**src/rtl/mdm_status_unit.sv**
```systemverilog
module mdm_status_unit (
  input  logic       clk,
  input  logic       rst_n,
  input  logic       ctl_wr,
  input  logic [7:0] ctl_wdata,
  input  logic       sts_rd,
  output logic [4:0] ctl_q,
  output logic [7:0] sts,
  output logic       delta_pend
);
  logic [4:0] ctl_n;
  logic [3:0] lines_old, lines_new, chg;
  logic [3:0] kept;

  assign ctl_n = ctl_wdata[4:0];

  // lines order: {dcd, ri, dsr, cts}
  assign lines_old = sts[7:4];
  assign lines_new = ctl_n[4] ? {ctl_n[3], ctl_n[2], ctl_n[0], ctl_n[1]} : 4'b1010;

  assign chg[0] = lines_old[0] ^ lines_new[0];
  assign chg[1] = lines_old[1] ^ lines_new[1];
  assign chg[2] = lines_old[2] & ~lines_new[2];
  assign chg[3] = lines_old[3] ^ lines_new[3];

  assign kept = sts_rd ? 4'b0000 : sts[3:0];

  always_ff @(posedge clk or negedge rst_n) begin
    if (!rst_n) begin
      ctl_q <= 5'd0;
      sts   <= 8'hA0;
    end else if (ctl_wr) begin
      ctl_q <= ctl_n;
      sts   <= {lines_new, kept | chg};
    end else if (sts_rd) begin
      sts[3:0] <= 4'b0000;
    end
  end

  assign delta_pend = |sts[3:0];
endmodule


```
**config.mk**
```make
export PLATFORM = sky130hd
export DESIGN_NAME = mdm_status_unit
export DESIGN_NICKNAME = d
export VERILOG_FILES = /design/src/rtl/mdm_status_unit.sv
export SDC_FILE = /design/constraint.sdc
export NUM_CORES = 1
export LEC_CHECK = 0
export BUFFER_PORTS_ARGS = -buffer_cell sky130_fd_sc_hd__buf_4
export CELL_PAD_IN_SITES_DETAIL_PLACEMENT = 1
export CELL_PAD_IN_SITES_GLOBAL_PLACEMENT = 1
export CORE_MARGIN = 5
export CORE_UTILIZATION = 33
export DETAILED_ROUTE_END_ITERATION = 10
export MAX_ROUTING_LAYER = met4
export PLACE_DENSITY_LB_ADDON = 0.15
export SKIP_LAST_GASP = 1
export SLEW_MARGIN = 20
export SYNTH_ARGS = -nofsm -noshare
export SYNTH_HDL_FRONTEND = slang
export SYNTH_SLANG_ARGS = --single-unit
```
**constraint.sdc**
```tcl
create_clock -name clk -period 1.05 [get_ports clk]
set_clock_uncertainty 0.05 [all_clocks]
set_input_delay 0.0525 -clock clk [delete_from_list [all_inputs] [get_ports clk]]
set_output_delay 0.0525 -clock clk [all_outputs]
set_load 0.01 [all_outputs]
```
# ---- Word level (Yosys, flattened, before mapping)
# Index checks and enable logic that the tools add are counted.
dict set report word_totals {
  reg_bits 13
  in_bits 12
  output_inout_bits 14
  wordCells 13
}
dict set report classes {
  n_mux 3
  n_bitwise 6
  n_reduce_logical 1
}
# cell n
set op_table {}
lappend op_table {{4-bit two-way mux} 3}
lappend op_table {{4-bit OR} 1}
lappend op_table {{4-bit OR reduction} 1}
lappend op_table {{1-bit bitwise XOR} 3}
lappend op_table {{1-bit AND} 1}
lappend op_table {{1-bit inverter} 1}

# ---- Logic depth before layout (Yosys ltp)
# Gate-level depths: netlist of run 1.
dict set report depth {
  ltp_word 5
  mapped_depth 4
}

# ---- Worst setup path after synthesis of run 1
# Ideal clock, no wire load.
dict set report synth_path {
  path_kind {register to output}
  start {register sts[2]}
  end {output delta_pend}
  t_arrival_ns 0.980
  required_ns 0.947
  slack_ns -0.032
  path_stages_with_launch 2
  path_buffers 0
  path_cell_list {dfrtp_1 -> or4_1}
}
dict set report synth_via {
  elab_chain_cells 1
}
# item line
set synth_lines {}
lappend synth_lines {{from (decl)} 8} ;# output logic [7:0] sts,
lappend synth_lines {{from (signal assigned)} 34} ;# sts <= {lines_new, kept | chg};
lappend synth_lines {{4-bit OR reduction} 40} ;# assign delta_pend = |sts[3:0];
lappend synth_lines {{to (decl)} 9} ;# output logic delta_pend
# Every way passes these cells.

# ---- Final worst setup path of run 1
# Same ends and word-level chain as after synthesis.

==> run_results.csv, run 1 <==
group,metric,value,unit
floorplanning,num_rows,15,
run_status,violations,"negative setup slack",
synthesis,ys_ff_latch,13,
cts,cts_buffers,3,
synthesis,synth_nets,60,
setup_path,r2r_start,"sts[7]$_DFFE_PN1P_",
setup_path,crit_path_start_kind,"flip-flop",
finish,final_cell_area,965,um^2
routing,drt_iter0_markers,1,
placement,hpwl,1.04,mm
pwr,leakage,0.000456,uW
pwr,total_power,1280,uW
synthesis,netlist_instances,48,
setup_path,end_kind,"output pin",
setup_path,cp-endpoint,"delta_pend",
setup_path,r2r_slack,0.03,ns
cts,cts_tree,"done",
cts,cts_num_sinks,13,
routing,first_pass_iters,4,
pwr,p_per_area,1330,nW/um^2
routing,drtAntennaViolNets,0,
finish,nets,98,
setup_path,cp.depth,2,
setup_path,r2r-end,"sts[3]$_DFF_PN0_",
grt,grt_usage,0.136,
cts,clock-root-buffer,"clkbuf_4",
grt,grt_pass1_wl,2.57,mm
sta,worstMarginPinSlew,0.232,ns
grt,grt_remaining_overflow,0,
placement,place_area,783,um^2
finish,seqCellArea,328,um^2
sta,slew_headroom,0.845,
setup_path,cp_max_fo,2,
sta,worst_slack,-0.374,ns
floorplanning,start_util,0.341,
sta,setup_violations,1,
sta,final_max_slew_viol_count,0,
routing,wire_per_inst,13.4,um
run_status,status,"complete, but fails checks",
synthesis,ys_warn_count,0,
setup_path,crit_family,"simple AND/OR/NAND/NOR gates",
hold_path,hp-class,"input port to flip-flop",
finish,fin_util,0.565,
finish,drive_above_1_share,0.553,
setup_path,worst_ep_required_time,0.95,ns
setup_path,crit_buf_inv,1,
sta,timing.fmax,702,MHz
sta,hold_viol,0,
routing,vias_per_cell,4.56,
floorplanning,die_h,52.0,um
grt,antenna_found_initial,0,
grt,grt_pass1_vias,570,
setup_path,rr_worst_depth,3,
setup_path,crit_chain,"or4_4 -> buf_6",
setup_path,crit_type,"flip-flop to output pin",
finish,area_growth,65.5,%
placement,preCtsSetupSlack,-0.0883,ns
routing,vias,502,
synthesis,synth.distinct_cells,18,
setup_path,crit_arrival,1.32,ns
sta,rsz0062_at_grt,"true",
floorplanning,die_x,52.0,um
floorplanning,fp.dieArea,2710,um^2
placement,gp_congestion,0.689,
sta,min_period_over_period,1.36,
cts,h-tree-depth,1,
placement,portBuffers,22,
job,drv_cap,0,
grt,grt_max_degree,20,
routing,wl,1.47,mm
finish,diodes,0,
setup_path,cp-startpoint,"sts[2]$_DFF_PN0_",
pwr,ir_worst_vdd,0.758,mV
setup_path,cpPeakStageDelay,0.53,ns
synthesis,yosysSeqAreaShare,0.562,
routing,drc,0,
setup_path,cp_slowest_cell,"or4_4",
finish,fill_cells,184,
finish,multiInputGateArea,238,um^2
synthesis,syn-cell-area,583,um^2
sta,whs,0.0464,ns
cts,insertion_delay,0.27,ns
floorplanning,pin_count,26,
synthesis,synthesis.area_per_instance,12.1,um^2
sta,period_needed,1.42,ns
floorplanning,core_area,1710,um^2
cts,path_clk_slew,0.08,ns
cts,clockBufferDepth,2,
[tightest hold or removal path, cell delays in order]
cell and delay, ns:
buf_4 0.14, nand3_1 0.08, o21ai_0 0.06
[routing by layer]
metal | vias up | global-route usage | share of wire
li1 | 242 | - | -
met1 | 246 | 0.148 | 0.42
met2 | 12 | 0.228 | 0.53
met3 | 2 | 0.0372 | 0.049
met4 | 0 | 0.0655 | 0.0054
met5 | - | - | 0
[cell usage in the layout (no fill, tap or decap)]
cell type	n
buf_4	20
dfrtp_1	11
buf_6	10
mux2_2	6
dlygate4sd3_1	6
inv_1	5
nand4b_1	3
clkbuf_4	3
nand2_1	2
nor2b_1	2
nand2b_4	2
o221ai_2	2
nor2_1	2
a21oi_1	2
dfstp_2	2
a32o_1	1
and2_4	1
o221ai_1	1
or4_4	1
nand3_1	1
o21ai_0	1
clkbuf_1	1
[layout make-up]
cell class | count | area share
Clock buffer | 4 | 0.0272
Sequential cell | 13 | 0.340
Multi-Input combinational cell | 27 | 0.246
Inverter | 5 | 0.0195
Tap cell | 25 | 0.0324
Timing Repair Buffer | 36 | 0.335
[through the flow]
| step | TNS [ns] | instances |
|---|---|---|
| finish | -0.374 | 110 |
| global route | -0.482 | 110 |
| CTS | -0.484 | 109 |
| floorplan | -0.00768 | 48 |
| global placement | -0.0732 | 96 |
| detailed placement | -0.0883 | 96 |
[how the worst min path moves through the flow]
stage / to / startpoint / cells after the start
finish: sts[6]$_DFFE_PN0P_ / ctl_wdata[4] / 3
global route: sts[6]$_DFFE_PN0P_ / ctl_wdata[4] / 3
CTS: sts[5]$_DFFE_PN1P_ / ctl_wr / 2
detailed placement: sts[6]$_DFFE_PN0P_ / rst_n / 1
global placement: sts[6]$_DFFE_PN0P_ / rst_n / 1
floorplan: ctl_q[0]$_DFFE_PN0P_ / rst_n / 0
[cells by family after synthesis]
kind of cell           count (synthesis)  synth area share
AO/OA/AOI/OAI                          7            0.0880
buffers and inverters                  8            0.0837
flip-flops                            13             0.562
multiplexers                           6             0.116
AND/OR/NAND/NOR                       14             0.150
[synth_stat cells]
cell type  instances  area (um^2)
dfrtp_1           11          275
nand2_1            2         7.51
nor2b_1            2         12.5
and2_4             1         8.76
buf_6              2         22.5
or4_1              1         7.51
mux2_2             6         67.6
o21ai_0            1         5.00
a32o_1             1         10.0
a21oi_1            2         10.0
nand4b_1           3         26.3
nor2_1             2         7.51
inv_1              5         18.8
nand2b_1           2         12.5
nand3_1            1         5.00
buf_4              1         7.51
o221ai_1           3         26.3
dfstp_2            2         52.6
[state kept, by name, summed over array words and instances, names as in the netlist]
register	cells
ctl_q	5
sts	8
[repair_timing]
action	CTS	global route
endpoints found under the setup margin	4	9
resized for setup	3	11
pin swaps	0	1
setup buffers	4	3
endpoints found under the hold margin	19	0
hold buffers	6	0
[power breakdown]
| part | switching (uW) | internal [uW] |
|---|---|---|
| Combinational | 147 | 239 |
| Clock | 160 | 147 |
| Sequential | 32.8 | 556 |
No activity file was read; power rests on OpenSTA's default activity.
==> run 2, diff against run 1 <==
--- a/config.mk
+++ b/config.mk
@@ -6,10 +6,8 @@
 export NUM_CORES = 1
 export LEC_CHECK = 0
 export BUFFER_PORTS_ARGS = -buffer_cell sky130_fd_sc_hd__buf_4
-export CELL_PAD_IN_SITES_DETAIL_PLACEMENT = 1
-export CELL_PAD_IN_SITES_GLOBAL_PLACEMENT = 1
 export CORE_MARGIN = 5
-export CORE_UTILIZATION = 33
+export CORE_UTILIZATION = 43
 export DETAILED_ROUTE_END_ITERATION = 10
 export MAX_ROUTING_LAYER = met4
 export PLACE_DENSITY_LB_ADDON = 0.15
==> run 2 against run 1 <==
Effect of this change:
- largest power group unchanged
- routed wire length fell by 21%
- critical endpoint unchanged
- sequential power hardly changed
- the run still ends with negative setup slack left
- final cell count is 13% lower
- power decreased by 6.5%
==> run_results.csv, run 2 (synthesis gave the netlist of run 1 again) <==
group,metric,value,unit
floorplanning,pin_count,26,
routing,vias,463,
cts,h-tree-depth,1,
routing,wire_per_inst,12.1,um
cts,clockBufferDepth,2,
grt,grt_remaining_overflow,0,
floorplanning,die_x,46.8,um
finish,fill_cells,111,
sta,whs,0.00962,ns
pwr,pwr-share-seq,0.490,
placement,hpwl,888,um
sta,rsz0062_at_grt,"true",
routing,wl,1.17,mm
hold_path,min_from,"sts_rd",
sta,worstMarginPinSlew,0.188,ns
cts,cts_buffers,3,
sta,worst_slack,-0.363,ns
setup_path,cp_max_fo,2,
sta,period_needed,1.41,ns
floorplanning,die_h,46.8,um
finish,final_common_cell,"buf_4",
setup_path,crit_arrival,1.31,ns
finish,multiInputGateArea,210,um^2
routing,first_pass_iters,1,
sta,tns,-0.363,ns
run_status,violations,"negative setup slack",
cts,cts_tree,"done",
grt,antenna_found_initial,0,
grt,grt_usage,0.141,
grt,grt_pass1_vias,448,
routing,vias_per_cell,4.82,
floorplanning,num_rows,13,
floorplanning,core_area,1280,um^2
floorplanning,start_util,0.454,
finish,diodes,0,
setup_path,cp-startpoint,"sts[3]$_DFF_PN0_",
sta,timing.fmax,708,MHz
pwr,p_int,896,uW
finish,largest_reg_flops,8,
sta,slew_headroom,0.875,
finish,final_cell_mix,"buf_4 (21), dfrtp_1 (11), mux2_2 (6), buf_6 (6)",
grt,grt_pass1_wl,2.08,mm
pwr,p_per_area,1360,nW/um^2
grt,grt_max_degree,20,
routing,drtAntennaViolNets,0,
finish,nets,94,
pwr,combPwrFrac,0.272,
sta,setup_violations,1,
pwr,ir_worst_vdd,1.16,mV
routing,drc,0,
setup_path,crit_path_start_kind,"flip-flop",
sta,hold_viol,0,
pwr,p_sw,302,uW
finish,largest-register,"sts",
setup_path,crit_type,"flip-flop to output pin",
cts,path_clk_slew,0.08,ns
setup_path,worst_ep_required_time,0.95,ns
setup_path,r2r_start,"sts[5]$_DFFE_PN1P_",
placement,portBuffers,22,
run_status,status,"complete, but fails checks",
sta,min_period_over_period,1.35,
finish,seqCellArea,328,um^2
pwr,leakage,0.000417,uW
pwr,p_clk_frac,0.238,
placement,gp_congestion,0.686,
setup_path,end_kind,"output pin",
cts,insertion_delay,0.26,ns
job,drv_cap,0,
finish,drive_above_1_share,0.506,
finish,area_growth,50.6,%
sta,final_max_slew_viol_count,0,
cts,cts_num_sinks,13,
finish,reg.largest.list,"sts: 8 flops, ctl_q: 5 flops",
routing,drt_iter0_markers,0,
pwr,sw_frac_of_total,0.252,
floorplanning,fp.dieArea,2190,um^2
hold_path,hp-class,"input port to flip-flop",
cts,clock-root-buffer,"clkbuf_4",
==> run 2: cell types whose count changed in the layout (fill, tap and decap cells not counted), moves of 2 or more <==
cell / change
buf_6: -4
nand2b_1: +2
nand2b_4: -2
o221ai_1: +2
o221ai_2: -2
==> run 2: power groups by stage <==
stage	Sequential (uW)	Combinational, uW	Clock [uW]
after CTS	585	320	303
after global placement	594	289	0
after floorplan	622	102	0
final	587	326	286
after global routing	597	355	318
after detailed placement	595	292	0
==> run 2: cell type report <==
class | count | area share
Clock buffer | 3 | 0.0256
Timing Repair Buffer | 32 | 0.313
Clock inverter | 1 | 0.00570
Multi-Input combinational cell | 27 | 0.239
Inverter | 5 | 0.0214
Tap cell | 15 | 0.0214
Sequential cell | 13 | 0.373
==> run 2: routing by layer <==
metal,share of wire,track usage,vias up
met2,0.52,0.214,12
met4,0.0034,0.0331,0
met1,0.39,0.187,210
li1,-,-,239
met5,0,-,-
met3,0.080,0.0383,2
==> run 2: path summary, 6_finish.rpt <==
kind	to	slack [ns]	cells after the start
setup / recovery	delta_pend	-0.36	2
hold / removal	sts[0]$_DFF_PN0_	0.01	2
setup reg to reg	sts[1]$_DFF_PN0_	0.06	3
hold reg to reg	ctl_q[0]$_DFFE_PN0P_	0.46	1
max in group asynchronous	sts[5]$_DFFE_PN1P_	0.61	2
min in group asynchronous	sts[6]$_DFFE_PN0P_	0.11	2
==> run 2: critical path, stage by stage, from the launching register on <==
cell and delay [ns]:
dfrtp_1 0.38, or4_4 0.53, buf_6 0.13
==> run 2: what timing repair did <==
action	4_1_cts	5_1_grt
hold buffers	5	0
cloned	0	0
setup buffers	1	1
endpoints found under the setup margin	3	7
hold endpoints to repair	18	0
gates resized for setup	2	4
pin swaps	1	1
==> run 2: metrics by stage <==
stage | instance area [um^2] | total power [uW] | util | setup WS, ns | cells
2_1_floorplan | 587 | 724 | - | -0.00768 | 48
6_report | 878 | 1200 | 0.684 | -0.363 | 96
3_3_place_gp | 771 | 882 | 0.600 | -0.0724 | 86
3_5_place_dp | 771 | 888 | 0.600 | -0.0882 | 86
4_1_cts | 863 | 1210 | 0.672 | -0.373 | 96
5_1_grt | 878 | 1270 | 0.684 | -0.408 | 96
